--- config.mk ---
export PLATFORM = sky130hd
export DESIGN_NAME = pwm_timebase
export DESIGN_NICKNAME = d
export VERILOG_FILES = /design/src/rtl/pwmtb_pkg.sv /design/src/rtl/pwmtb_cfg_stage.sv /design/src/rtl/pwmtb_frac_div.sv /design/src/rtl/pwmtb_counter.sv /design/src/rtl/pwm_timebase.sv
export SDC_FILE = /design/constraint.sdc
export NUM_CORES = 1
export LEC_CHECK = 0
export BUFFER_PORTS_ARGS = -buffer_cell sky130_fd_sc_hd__buf_2
export CAP_MARGIN = 20
export CORE_MARGIN = 5
export CORE_UTILIZATION = 40
export CTS_CLUSTER_SIZE = 40
export DETAILED_ROUTE_END_ITERATION = 8
export HOLD_SLACK_MARGIN = 0.15
export SKIP_LAST_GASP = 1
export SYNTH_ARGS = -nofsm -noshare
export SYNTH_HDL_FRONTEND = slang
export SYNTH_HIERARCHICAL = 1
export SYNTH_SLANG_ARGS = --single-unit
--- constraint.sdc ---
create_clock -name clk -period 5.65 [get_ports clk]
set_clock_uncertainty 0.15 [all_clocks]
set_input_delay 1.13 -clock clk [delete_from_list [all_inputs] [get_ports clk]]
set_output_delay 1.13 -clock clk [all_outputs]
set_load 0.05 [all_outputs]
--- src/rtl/pwmtb_pkg.sv ---
package pwmtb_pkg;
  localparam int DIV_W  = 18;
  localparam int FRAC_W = 8;
  localparam int RES_W  = 5;
  localparam logic [DIV_W-1:0] DIV_UNITY = DIV_W'(1 << FRAC_W);

  typedef struct packed {
    logic [DIV_W-1:0] div;
    logic [RES_W-1:0] res;
  } tb_cfg_t;
endpackage

--- src/rtl/pwmtb_cfg_stage.sv ---
module pwmtb_cfg_stage
  import pwmtb_pkg::*;
#(
  parameter int CW      = 20,
  parameter int RST_DIV = 256,
  parameter int RST_RES = 3
) (
  input  logic             clk,
  input  logic             rst_n,
  input  logic             upd_i,
  input  logic [DIV_W-1:0] div_i,
  input  logic [RES_W-1:0] res_i,
  input  logic             apply_i,
  output tb_cfg_t          act_o,
  output logic             taken_o
);
  localparam logic [RES_W-1:0] RES_MAX = RES_W'(CW);
  localparam tb_cfg_t RST_CFG = '{div: DIV_W'(RST_DIV), res: RES_W'(RST_RES)};

  tb_cfg_t staged_q, nxt;
  logic    pend_q, have;

  function automatic tb_cfg_t limit(input tb_cfg_t c);
    tb_cfg_t r;
    r.div = (c.div < DIV_UNITY) ? DIV_UNITY : c.div;
    r.res = (c.res > RES_MAX) ? RES_MAX : c.res;
    return r;
  endfunction

  always_comb begin
    nxt     = upd_i ? '{div: div_i, res: res_i} : staged_q;
    have    = upd_i | pend_q;
    taken_o = apply_i & have;
  end

  always_ff @(posedge clk or negedge rst_n) begin
    if (!rst_n) begin
      staged_q <= RST_CFG;
      pend_q   <= 1'b0;
      act_o    <= limit(RST_CFG);
    end else begin
      if (upd_i) staged_q <= nxt;
      if (taken_o) begin
        act_o  <= limit(nxt);
        pend_q <= 1'b0;
      end else if (upd_i) begin
        pend_q <= 1'b1;
      end
    end
  end
endmodule

--- src/rtl/pwmtb_frac_div.sv ---
module pwmtb_frac_div
  import pwmtb_pkg::*;
(
  input  logic             clk,
  input  logic             rst_n,
  input  logic             en_i,
  input  logic             hold_i,
  input  logic             clr_i,
  input  logic [DIV_W-1:0] div_i,
  output logic             tick_o
);
  localparam int ACC_W = DIV_W + 1;

  logic [DIV_W-1:0] acc_q;
  logic [ACC_W-1:0] sum, rem;
  logic             hit;

  always_comb begin
    sum = {1'b0, acc_q} + ACC_W'(DIV_UNITY);
    hit = sum >= {1'b0, div_i};
    rem = sum - {1'b0, div_i};
  end

  always_ff @(posedge clk or negedge rst_n) begin
    if (!rst_n) begin
      acc_q  <= '0;
      tick_o <= 1'b0;
    end else if (clr_i) begin
      acc_q  <= '0;
      tick_o <= 1'b0;
    end else if (!hold_i) begin
      if (en_i) begin
        acc_q  <= hit ? rem[DIV_W-1:0] : sum[DIV_W-1:0];
        tick_o <= hit;
      end else begin
        tick_o <= 1'b0;
      end
    end
  end
endmodule

--- src/rtl/pwmtb_counter.sv ---
module pwmtb_counter
  import pwmtb_pkg::*;
#(
  parameter int CW = 20
) (
  input  logic             clk,
  input  logic             rst_n,
  input  logic             tick_i,
  input  logic             hold_i,
  input  logic             clr_i,
  input  logic [RES_W-1:0] res_i,
  output logic [CW-1:0]    cnt_o,
  output logic             ovf_o,
  output logic             wrap_o,
  output logic [CW-1:0]    max_o
);
  logic [CW:0] one_sh;
  logic        step;

  always_comb begin
    one_sh = (CW+1)'(1) << res_i;
    max_o  = CW'(one_sh - (CW+1)'(1));
    step   = tick_i & ~hold_i;
    wrap_o = step & ~clr_i & (cnt_o == max_o);
  end

  always_ff @(posedge clk or negedge rst_n) begin
    if (!rst_n) begin
      cnt_o <= '0;
      ovf_o <= 1'b0;
    end else if (clr_i) begin
      cnt_o <= '0;
      ovf_o <= 1'b0;
    end else if (step) begin
      cnt_o <= wrap_o ? '0 : cnt_o + 1'b1;
      ovf_o <= wrap_o;
    end else begin
      ovf_o <= 1'b0;
    end
  end
endmodule

--- src/rtl/pwm_timebase.sv ---
module pwm_timebase
  import pwmtb_pkg::*;
#(
  parameter int CW      = 20,
  parameter int RST_DIV = 256,
  parameter int RST_RES = 3
) (
  input  logic             clk,
  input  logic             rst_n,
  input  logic             ref_tick_i,
  input  logic             src_fast_i,
  input  logic [DIV_W-1:0] cfg_div_i,
  input  logic [RES_W-1:0] cfg_res_i,
  input  logic             pause_i,
  input  logic             clear_i,
  input  logic             update_i,
  output logic [CW-1:0]    cnt_o,
  output logic             ovf_o
);
  tb_cfg_t       act;
  logic          taken, wrap, tick, src_en;
  logic [CW-1:0] cnt_max;

  assign src_en = src_fast_i | ref_tick_i;

  pwmtb_cfg_stage #(.CW(CW), .RST_DIV(RST_DIV), .RST_RES(RST_RES)) u_stage (
    .clk(clk), .rst_n(rst_n), .upd_i(update_i), .div_i(cfg_div_i),
    .res_i(cfg_res_i), .apply_i(clear_i | wrap), .act_o(act), .taken_o(taken)
  );

  pwmtb_frac_div u_div (
    .clk(clk), .rst_n(rst_n), .en_i(src_en), .hold_i(pause_i),
    .clr_i(clear_i | taken), .div_i(act.div), .tick_o(tick)
  );

  pwmtb_counter #(.CW(CW)) u_cnt (
    .clk(clk), .rst_n(rst_n), .tick_i(tick), .hold_i(pause_i), .clr_i(clear_i),
    .res_i(act.res), .cnt_o(cnt_o), .ovf_o(ovf_o), .wrap_o(wrap), .max_o(cnt_max)
  );
endmodule

==> impl_metrics.yaml, run 1 <==
sta:
  max_slew.worst_pin.slew_ps: 855
  finalCriticalPeriod_ps: 5110
  tns_ps: 0
  final_max_slew_viol_count: 0
  whs_ps: 331
  max_freq_mhz: 196
  final_hold_viol_count: 0
  grt_setup_unrepaired: "no"
  timing.final.setup_violations: 0
  timing.slew.headroom: 0.430
  timing.final.crit_share: 0.905
layout:
  drive_gt1_frac: 0.159
  area_growth_syn_to_layout_pct: 10.6
  insertedDiodeCount: 0
  final_area_mm2: 0.00699
  final_cell_count_no_fill: 998
  num-nets-final: 830
die:
  fp.dieArea_mm2: 0.0184
  chipWidth_um: 136
  fp-row-count: 46
  effective_utilization_at_floorplan: 0.402
  core_mm2: 0.0157
  die_h_um: 136
  io_pins: 51
routing:
  drt_iter0_markers: 415
  post_drt_wl_per_cell_um: 17.4
  vias: 5783
  route.antenna.remaining_nets: 0
  routed_via_density: 5.79
  drt-pass1-iter-count: 5
  totalWireLength_um: 17400
  drc_errors: 0
power_and_ir_drop:
  power.ir.vdd_worst_uv: 207
  cell_internal_pwr_mw: 1.26
  pwr_density_mw_per_mm2: 272
  p_leak_nw: 3.12
  p_total_mw: 1.90
  seqPwrFrac: 0.380
  power.net_switching_mw: 0.639
  share_clk_of_total_power: 0.331
  combinational_power_share: 0.289
  swShare: 0.336
clock_tree:
  path_clk_slew_ps: 70
  clk_path_buf_depth: 2
  clock_latency_ps: 350
  tritoncts.num_buffers: 9
  cts_root_buf: "sky130_fd_sc_hd__clkbuf_16"
  cts_max_level: 3
  buffers_inserted_by_post_cts_timing_repair: 0
  cts.sink_count: 87
  tritoncts: "built"
  cts_hold_repair.buffers: 0
  post_cts_resize_count: 0
grt:
  grt_use_total: 0.197
  grt_first_pass_wirelength_um: 29400
  vias_in_the_first_global_route: 5738
  grt_overflow_total: 0
  grt_max_degree: 88
  grt_antenna_before_repair: 0
worst_setup_path:
  worstSetupPathType: "flop to flop"
  cp_data_arrival_time_ps: 5180
  critical_path.cell_chain: "nor4_2 > nand2_1 > ha_1 > or4_1 > a21oi_1 > o21ai_0 > a21oi_1 > or4b_1 > or4b_1 > nor3_1 > or2_1 > o21ai_1 > inv_1 > buf_4 > o2111a_1 > nor3_1"
  critical_path.top_delay_family: "simple AND/OR/NAND/NOR gates"
  worst_setup_path_start_kind: "flop"
  cp_slowest_cell: "sky130_fd_sc_hd__or4b_1"
  end_kind: "flop"
  critPathMaxFanout: 23
  path_buf_inv: 2
  worst-endpoint-required_ps: 5720
  worst_path_largest_cell_delay_ps: 560
synthesis:
  synth_warnings: 6
  syn_area_per_cell_um2: 8.28
  syn_nets: 816
  netlist_area_mm2: 0.00631
  post_synth_inst_count: 763
placed_design:
  post-dp-hpwl_um: 12700
  dpl_cell_area_mm2: 0.00665
  portBuffers: 50
  gp_routability_congestion: 0.986
  numPlacedInstances: 981
worst_hold_path:
  timing.hold.worst.class: "flop to flop"
outcome:
  outcome: "complete, no violations"
run:
  maxCapViolCount: 0
power by group through the flow:
stage | Sequential, mW | Clock (mW) | Combinational, mW
2_1_floorplan | 0.710 | 0 | 0.435
3_3_place_gp | 0.732 | 0 | 0.536
3_5_place_dp | 0.735 | 0 | 0.542
4_1_cts | 0.723 | 0.647 | 0.546
5_1_grt | 0.732 | 0.671 | 0.614
6_report | 0.723 | 0.631 | 0.550
placed cells by master (no fill, tap or decap), types with 6 or more instances in the layout:
| cell type | instances |
|---|---|
| sky130_fd_sc_hd__clkbuf_16 | 9 |
| sky130_fd_sc_hd__nor2_1 | 57 |
| sky130_fd_sc_hd__nor4_1 | 13 |
| sky130_fd_sc_hd__a211oi_1 | 9 |
| sky130_fd_sc_hd__o21ai_0 | 49 |
| sky130_fd_sc_hd__or4_1 | 6 |
| sky130_fd_sc_hd__dfstp_2 | 6 |
| sky130_fd_sc_hd__xor2_1 | 11 |
| sky130_fd_sc_hd__o21ai_1 | 13 |
| sky130_fd_sc_hd__buf_4 | 10 |
| sky130_fd_sc_hd__a31oi_1 | 9 |
| sky130_fd_sc_hd__xnor2_1 | 17 |
| sky130_fd_sc_hd__ha_1 | 22 |
| sky130_fd_sc_hd__or3_1 | 13 |
| sky130_fd_sc_hd__nand2_1 | 100 |
| sky130_fd_sc_hd__mux2i_1 | 13 |
| sky130_fd_sc_hd__nor3_1 | 22 |
| sky130_fd_sc_hd__and3_1 | 13 |
| sky130_fd_sc_hd__mux2_2 | 25 |
| sky130_fd_sc_hd__inv_1 | 28 |
| sky130_fd_sc_hd__nor2b_1 | 7 |
| sky130_fd_sc_hd__nand2b_1 | 11 |
| sky130_fd_sc_hd__buf_2 | 49 |
| sky130_fd_sc_hd__a21oi_1 | 35 |
| sky130_fd_sc_hd__dfrtp_1 | 81 |
| sky130_fd_sc_hd__and4_1 | 9 |
| sky130_fd_sc_hd__and2_1 | 8 |
| sky130_fd_sc_hd__nand3_1 | 31 |
| sky130_fd_sc_hd__nor4b_1 | 6 |
| sky130_fd_sc_hd__nand4_1 | 15 |
metrics by stage:
stage / utilization / worst slack (ps)
2_1_floorplan: - / 869
3_3_place_gp: 0.423 / 666
3_5_place_dp: 0.423 / 570
4_1_cts: 0.443 / 563
5_1_grt: 0.445 / 184
6_report: 0.445 / 537
metal layers:
layer | up-vias | GRT usage | wire [um]
li1 | 2770 | - | -
met1 | 2822 | 0.277 | 8230
met2 | 165 | 0.309 | 7960
met3 | 26 | 0.0360 | 852
met4 | 0 | 0.0638 | 365
met5 | - | 0 | 0
state kept, by name, summed over array words and instances (netlist names):
signal and count:
u_stage/act_o 23, u_stage/staged_q 23, u_cnt/cnt_o 20, u_div/acc_q 18
u_cnt/ovf_o 1, u_div/tick_o 1, u_stage/pend_q 1
path summary, 6_finish.rpt:
kind | start | end | slack, ps | depth (start not counted)
setup / recovery | u_stage/act_o[3] | u_stage/act_o[11] | 540 | 16
hold / removal | u_stage/act_o[17] | u_stage/act_o[17] | 330 | 2
setup reg to reg | u_stage/act_o[3] | u_stage/act_o[11] | 540 | 16
hold reg to reg | u_stage/act_o[17] | u_stage/act_o[17] | 330 | 2
max in group asynchronous | rst_n | u_stage/staged_q[1] | 4160 | 2
min in group asynchronous | rst_n | u_cnt/cnt_o[5] | 500 | 1
worst register-to-register path: stages, from the launching register on:
cell	delay (ps)
sky130_fd_sc_hd__dfrtp_1	520
sky130_fd_sc_hd__nor4_2	490
sky130_fd_sc_hd__nand2_1	110
sky130_fd_sc_hd__ha_1	440
sky130_fd_sc_hd__or4_1	500
sky130_fd_sc_hd__a21oi_1	180
sky130_fd_sc_hd__o21ai_0	140
sky130_fd_sc_hd__a21oi_1	140
sky130_fd_sc_hd__or4b_1	440
sky130_fd_sc_hd__or4b_1	570
sky130_fd_sc_hd__nor3_1	190
sky130_fd_sc_hd__or2_1	160
sky130_fd_sc_hd__o21ai_1	80
sky130_fd_sc_hd__inv_1	100
sky130_fd_sc_hd__buf_4	250
sky130_fd_sc_hd__o2111a_1	410
sky130_fd_sc_hd__nor3_1	110
area by class of cell:
type                            instances  area, um^2
Multi-Input combinational cell        589        3760
Inverter                               30         113
Clock inverter                          6        75.1
Clock buffer                           10         239
Timing Repair Buffer                   60         348
Tap cell                              216         270
Fill cell                            1565        8730
Sequential cell                        87        2180
No activity file was read; power rests on OpenSTA's default activity.
==> inputs of run 2 (changes only) <==
--- a/config.mk
+++ b/config.mk
@@ -15,5 +15,4 @@
 export SKIP_LAST_GASP = 1
 export SYNTH_ARGS = -nofsm -noshare
 export SYNTH_HDL_FRONTEND = slang
-export SYNTH_HIERARCHICAL = 1
 export SYNTH_SLANG_ARGS = --single-unit
==> run 2 against run 1 <==
Against the previous run: combinational power up 9.5%; sequential share of layout area down 0.67 points; critical endpoint is now u_stage.act_o[9]; utilization up 0.48 points; cell area up 2.2%; via count up 6.2%; largest cell class unchanged; highest routed layer unchanged; sequential power up 4.1%; non-clock buffer count down 1.
==> impl_metrics.yaml, run 2 <==
placed_design:
  gp_routability_congestion: 0.895
  portBuffers: 50
  pre_cts_ws_ps: 1540
  dpl_cell_area_mm2: 0.00683
  numPlacedInstances: 989
  post-dp-hpwl_um: 13200
layout:
  layout_top_registers: "u_stage.act_o (23), u_stage.staged_q (23), u_cnt.cnt_o (20)"
  most_common_cell_after_layout_fill_and_taps_aside: "sky130_fd_sc_hd__dfrtp_1"
  leading_cell_types_in_the_layout_fill_and_taps_excluded: "sky130_fd_sc_hd__dfrtp_1 (81), sky130_fd_sc_hd__nand3_1 (57), sky130_fd_sc_hd__inv_1 (49), sky130_fd_sc_hd__nand2_1 (49), sky130_fd_sc_hd__buf_2 (49)"
  drive_gt1_frac: 0.142
  area_growth_syn_to_layout_pct: 10.6
  insertedDiodeCount: 0
  final_area_mm2: 0.00714
  final_core_utilization: 0.449
  final_cell_count_no_fill: 1005
  num-nets-final: 836
worst_setup_path:
  worst-endpoint-required_ps: 5750
  worst_setup_path_start_kind: "flop"
  worstReg2RegEnd: "u_stage.act_o[9]"
  timing.rr.start: "u_stage.act_o[3]"
  timing.reg2reg.setup_slack_ps: 1480
  critPathMaxFanout: 28
  end_kind: "flop"
  cp_data_arrival_time_ps: 4260
  worst_path_largest_cell_delay_ps: 690
  critical_path.cell_chain: "nor3_1 > nand3_1 > ha_1 > inv_1 > mux2i_1 > nor3_1 > nor4_1 > nor4bb_1 > buf_4 > a31oi_1 > o32ai_1"
  critical_path.top_delay_family: "simple AND/OR/NAND/NOR gates"
  timing.reg2reg.worst_path_depth: 11
  path_common_cell: "sky130_fd_sc_hd__nor3_1"
  path_buf_inv: 2
  worstSetupPathType: "flop to flop"
  cp_slowest_cell: "sky130_fd_sc_hd__dfrtp_1"
clock_tree:
  path_clk_slew_ps: 70
  buffers_inserted_by_post_cts_timing_repair: 0
  cts_hold_repair.buffers: 0
  clock_latency_ps: 350
  tritoncts: "built"
  post_cts_resize_count: 0
  cts_max_level: 3
  cts_root_buf: "sky130_fd_sc_hd__clkbuf_16"
  cts.sink_count: 87
  tritoncts.num_buffers: 9
  clk_path_buf_depth: 2
synthesis:
  synthArstFlopShare: 1.00
  ys_dominant_reg_cell: "sky130_fd_sc_hd__dfrtp_1"
  synth_sequential_area_ratio: 0.338
  synth_top_cells_by_count: "sky130_fd_sc_hd__dfrtp_1 (81), sky130_fd_sc_hd__nand3_1 (57), sky130_fd_sc_hd__inv_1 (49), sky130_fd_sc_hd__nand2_1 (49), sky130_fd_sc_hd__o21ai_0 (48)"
  synth_cell_type_count: 73
  synth_warnings: 0
  post_synth_fa_ha_maj_area_fraction: 0.0438
  synth_xor_xnor_area_share: 0.0502
  synth_edf_count: 0
  compound_gate_portion_of_the_synthesized_area: 0.213
  netlist_area_mm2: 0.00646
  synth.area.mux_share: 0.0508
  synth_top_family_by_area: "simple AND/OR/NAND/NOR gates"
  basic_gate_share_of_the_synthesized_area_counting_and_or_nand_and_nor_cells: 0.240
  syn_area_per_cell_um2: 8.44
  synth_most_common_cell: "sky130_fd_sc_hd__dfrtp_1"
  synth.top_cells.by_area: "sky130_fd_sc_hd__dfrtp_1 (31%), sky130_fd_sc_hd__nand3_1 (4.4%), sky130_fd_sc_hd__ha_1 (4.1%)"
  synth.ff_latch_count: 87
  post_synth_inst_count: 765
  synthDominantAreaCellType: "sky130_fd_sc_hd__dfrtp_1"
  syn_nets: 817
  yosysTopAreaCellShare: 0.314
power_and_ir_drop:
  p_total_mw: 1.99
  power.ir.vdd_worst_uv: 204
  pwr_density_mw_per_mm2: 279
  p_leak_nw: 2.99
sta:
  grt_setup_unrepaired: "no"
  timing.final.setup_violations: 0
  timing.final.crit_share: 0.737
  finalCriticalPeriod_ps: 4170
  tns_ps: 0
  whs_ps: 341
  max_slew.worst_pin.slew_ps: 1110
  final_max_slew_viol_count: 0
  max_freq_mhz: 240
  timing.slew.headroom: 0.261
  final_hold_viol_count: 0
  worst_slack_ps: 1480
grt:
  vias_in_the_first_global_route: 5790
  grt_first_pass_wirelength_um: 30100
  grt_max_degree: 64
  grt_overflow_total: 0
  grt_antenna_before_repair: 0
  grt_use_total: 0.201
routing:
  drc_errors: 0
  drt_iter0_markers: 731
  vias: 6139
  totalWireLength_um: 18500
  post_drt_wl_per_cell_um: 18.4
  route.antenna.remaining_nets: 0
  drt-pass1-iter-count: 6
  routed_via_density: 6.11
die:
  chipWidth_um: 137
  die_h_um: 137
  effective_utilization_at_floorplan: 0.406
  core_mm2: 0.0159
  fp.dieArea_mm2: 0.0188
  fp-row-count: 46
  io_pins: 51
worst_hold_path:
  timing.hold.worst.class: "flop to flop"
  worst_hold_startpoint: "u_stage.staged_q[10]"
  min_to: "u_stage.staged_q[10]"
  count_of_cells_along_the_worst_hold_path: 2
outcome:
  outcome: "complete, no violations"
run:
  maxCapViolCount: 0
run 2: report_power, final:
group,switching (mW),internal (mW)
clock network,0.273,0.362
logic,0.361,0.241
registers,0.0727,0.680
run 2: worst register-to-register path: stages, from the launching register on:
cell	delay, ps
sky130_fd_sc_hd__dfrtp_1	690
sky130_fd_sc_hd__nor3_1	590
sky130_fd_sc_hd__nand3_1	150
sky130_fd_sc_hd__ha_1	310
sky130_fd_sc_hd__inv_1	260
sky130_fd_sc_hd__mux2i_1	220
sky130_fd_sc_hd__nor3_1	90
sky130_fd_sc_hd__nor4_1	360
sky130_fd_sc_hd__nor4bb_1	340
sky130_fd_sc_hd__buf_4	210
sky130_fd_sc_hd__a31oi_1	310
sky130_fd_sc_hd__o32ai_1	380
run 2: final cells by class:
cell class	count	area, um^2
Inverter	49	184
Timing Repair Buffer	59	320
Fill cell	1593	8750
Sequential cell	87	2180
Clock inverter	6	75.1
Clock buffer	10	239
Tap cell	216	270
Multi-Input combinational cell	578	3870
run 2: logic make-up after synthesis:
group,after synthesis
adders and majority gates,22
xor gates and xnor gates,37
muxes,31
and+or+nand+nor,290
AOI/OAI and AO/OA,198
buffers and inverters,100
DFF,87
run 2: how the worst max path moves through the flow:
stage                           from                 to  slack, ps  cells past startpoint
floorplan             u_div.acc_q[8]    u_div.acc_q[16]       2090                     13
global placement    u_stage.act_o[3]  u_stage.act_o[13]       1620                     11
detailed placement  u_stage.act_o[3]   u_stage.act_o[9]       1540                     11
CTS                 u_stage.act_o[3]   u_stage.act_o[9]       1500                     11
global route        u_stage.act_o[4]   u_stage.act_o[8]        990                     11
finish              u_stage.act_o[3]   u_stage.act_o[9]       1480                     11
run 2: layer usage:
layer	up-vias	GRT usage	part of all wire
li1	2894	-	-
met1	2985	0.287	0.46
met2	224	0.296	0.44
met3	36	0.0467	0.075
met4	0	0.0743	0.026
met5	-	0	0
==> inputs of run 3 (changes only) <==
==> constraint.sdc (replaced) <==
create_clock -name clk -period 3.78 [get_ports clk]
set_clock_uncertainty 0.15 [all_clocks]
set_input_delay 0.756 -clock clk [delete_from_list [all_inputs] [get_ports clk]]
set_output_delay 0.756 -clock clk [all_outputs]
set_load 0.05 [all_outputs]
==> run 3 against run 2 <==
Against the previous run: count of clock-buffer cells in the layout unchanged; die area unchanged; worst hold slack better by 1.6 ps; flip-flop and latch count unchanged; via count up 0.15%; power grew 52%; largest power group unchanged; sequential power grew 43%; global-route usage up 0.65 points; critical endpoint is now u_div.acc_q[5]; wire length grew 3.1%; clock power increased by 48%; cell count increased by 1.9%.
==> impl_metrics.yaml, run 3 (synthesis results as in run 2) <==
outcome:
  outcome: "complete, no violations"
routing:
  drt-pass1-iter-count: 6
  drc_errors: 0
  routed_via_density: 6.00
  post_drt_wl_per_cell_um: 18.6
  drt_iter0_markers: 640
  vias: 6148
  totalWireLength_um: 19000
  route.antenna.remaining_nets: 0
sta:
  tns_ps: 0
  timing.final.setup_violations: 0
  max_freq_mhz: 281
  worst_slack_ps: 226
  final_hold_viol_count: 0
  finalCriticalPeriod_ps: 3550
  timing.slew.headroom: 0.437
  grt_setup_unrepaired: "no"
  final_max_slew_viol_count: 0
  timing.final.crit_share: 0.940
  max_slew.worst_pin.slew_ps: 845
layout:
  multi_input_comb_area_mm2: 0.00390
  num-nets-final: 855
  leading_cell_types_in_the_layout_fill_and_taps_excluded: "sky130_fd_sc_hd__dfrtp_1 (79), sky130_fd_sc_hd__nand3_1 (57), sky130_fd_sc_hd__inv_1 (49), sky130_fd_sc_hd__nand2_1 (49), sky130_fd_sc_hd__buf_2 (49)"
  register_area_mm2: 0.00219
  final_cell_count_no_fill: 1024
  area_growth_syn_to_layout_pct: 13.2
  drive_gt1_frac: 0.170
  layout_top_registers: "u_stage.act_o (23), u_stage.staged_q (23), u_cnt.cnt_o (20)"
  most_common_cell_after_layout_fill_and_taps_aside: "sky130_fd_sc_hd__dfrtp_1"
  final_core_utilization: 0.460
  insertedDiodeCount: 0
  fill_cells: 1558
worst_setup_path:
  timing.reg2reg.setup_slack_ps: 230
  timing.rr.start: "u_div.acc_q[10]"
  worst_setup_path_start_kind: "flop"
  worst-endpoint-required_ps: 3910
  worstReg2RegEnd: "u_div.acc_q[5]"
  worstSetupPathType: "flop to flop"
  cp_data_arrival_time_ps: 3680
  timing.reg2reg.worst_path_depth: 13
  critPathMaxFanout: 12
  end_kind: "flop"
die:
  io_pins: 51
  fp.dieArea_mm2: 0.0188
  fp-row-count: 46
  chipWidth_um: 137
  core_mm2: 0.0159
  effective_utilization_at_floorplan: 0.406
  die_h_um: 137
power_and_ir_drop:
  combinational_power_share: 0.333
  power.ir.vdd_worst_uv: 236
  p_total_mw: 3.03
  share_clk_of_total_power: 0.311
  cell_internal_pwr_mw: 1.94
  pwr_density_mw_per_mm2: 415
  seqPwrFrac: 0.356
  swShare: 0.361
  p_leak_nw: 3.09
  power.net_switching_mw: 1.09
grt:
  vias_in_the_first_global_route: 5981
  grt_use_total: 0.208
  grt_overflow_total: 0
  grt_antenna_before_repair: 0
  grt_first_pass_wirelength_um: 31100
  grt_max_degree: 65
clock_tree:
  cts_max_level: 3
  clock_latency_ps: 350
  cts_hold_repair.buffers: 0
  cts_root_buf: "sky130_fd_sc_hd__clkbuf_16"
  tritoncts.num_buffers: 9
  clk_path_buf_depth: 2
  path_clk_slew_ps: 70
  tritoncts: "built"
  cts.sink_count: 87
placed_design:
  numPlacedInstances: 1005
  pre_cts_ws_ps: 67.3
  gp_routability_congestion: 0.898
  post-dp-hpwl_um: 13600
  portBuffers: 50
worst_hold_path:
  timing.hold.worst.class: "input pin to asynchronous set/reset pin"
run:
  maxCapViolCount: 0
## run 3: cell count changes in the layout (fill, tap and decap cells not counted), sizes merged
cell | previous run | this run
buf | 59 | 78
inv | 52 | 53
clkinvlp | 1 | 0
## run 3: timing repair
item	CTS	global route
endpoints found under the hold margin	0	0
setup endpoints to repair	0	25
resized for setup	0	9
buffers inserted	0	3
## run 3: final cells by class
type	instances	share of cell area
clock inverters	6	0.0103
well taps	216	0.0370
repair buffers	78	0.0634
flip-flops and latches	87	0.299
clock buffers	10	0.0313
inverters	49	0.0252
multi-input cells	578	0.533
## run 3: worst max-delay path, cell delays in order, from the launching register on
cell and delay, ps:
sky130_fd_sc_hd__dfrtp_2 430, sky130_fd_sc_hd__and3_1 200, sky130_fd_sc_hd__nand3_1 220, sky130_fd_sc_hd__or2_2 410, sky130_fd_sc_hd__xnor2_1 260, sky130_fd_sc_hd__ha_2 300
sky130_fd_sc_hd__a211oi_2 90, sky130_fd_sc_hd__o211ai_1 90, sky130_fd_sc_hd__o21a_1 160, sky130_fd_sc_hd__and2_1 220, sky130_fd_sc_hd__a21oi_1 90, sky130_fd_sc_hd__buf_4 190
sky130_fd_sc_hd__or4_1 510, sky130_fd_sc_hd__a21oi_1 150
## run 3: through the flow
step	instance area, um^2	hold WS (ps)
2_1_floorplan	6460	296
5_1_grt	7310	369
3_3_place_gp	6950	325
6_report	7310	342
4_1_cts	7250	346
3_5_place_dp	6950	330
## run 3: per-layer routing
metal / vias to the layer above / part of all wire / GRT usage / wire length [um]
li1: 2933 / - / - / -
met1: 2987 / 0.47 / 0.302 / 8990
met2: 201 / 0.45 / 0.311 / 8530
met3: 27 / 0.064 / 0.0426 / 1210
met4: 0 / 0.016 / 0.0604 / 302
met5: - / 0 / 0 / 0
## run 3: power groups by stage
stage	Sequential [mW]	Clock [mW]	Combinational, mW
after floorplan	1.06	0	0.746
after global placement	1.09	0	0.960
after detailed placement	1.10	0	0.972
after CTS	1.08	0.972	0.978
after global routing	1.09	1.01	1.12
final	1.08	0.942	1.01
## run 3: worst max path at each step
stage / slack [ps] / from / to / cells past startpoint
detailed placement: 70 / u_div.acc_q[8] / u_div.acc_q[11] / 13
global placement: 160 / u_div.acc_q[8] / u_div.acc_q[11] / 13
global route: 3 / u_div.acc_q[8] / u_div.acc_q[9] / 13
finish: 230 / u_div.acc_q[10] / u_div.acc_q[5] / 13
CTS: 60 / u_div.acc_q[8] / u_div.acc_q[9] / 13
floorplan: 220 / u_div.acc_q[8] / u_div.acc_q[16] / 13
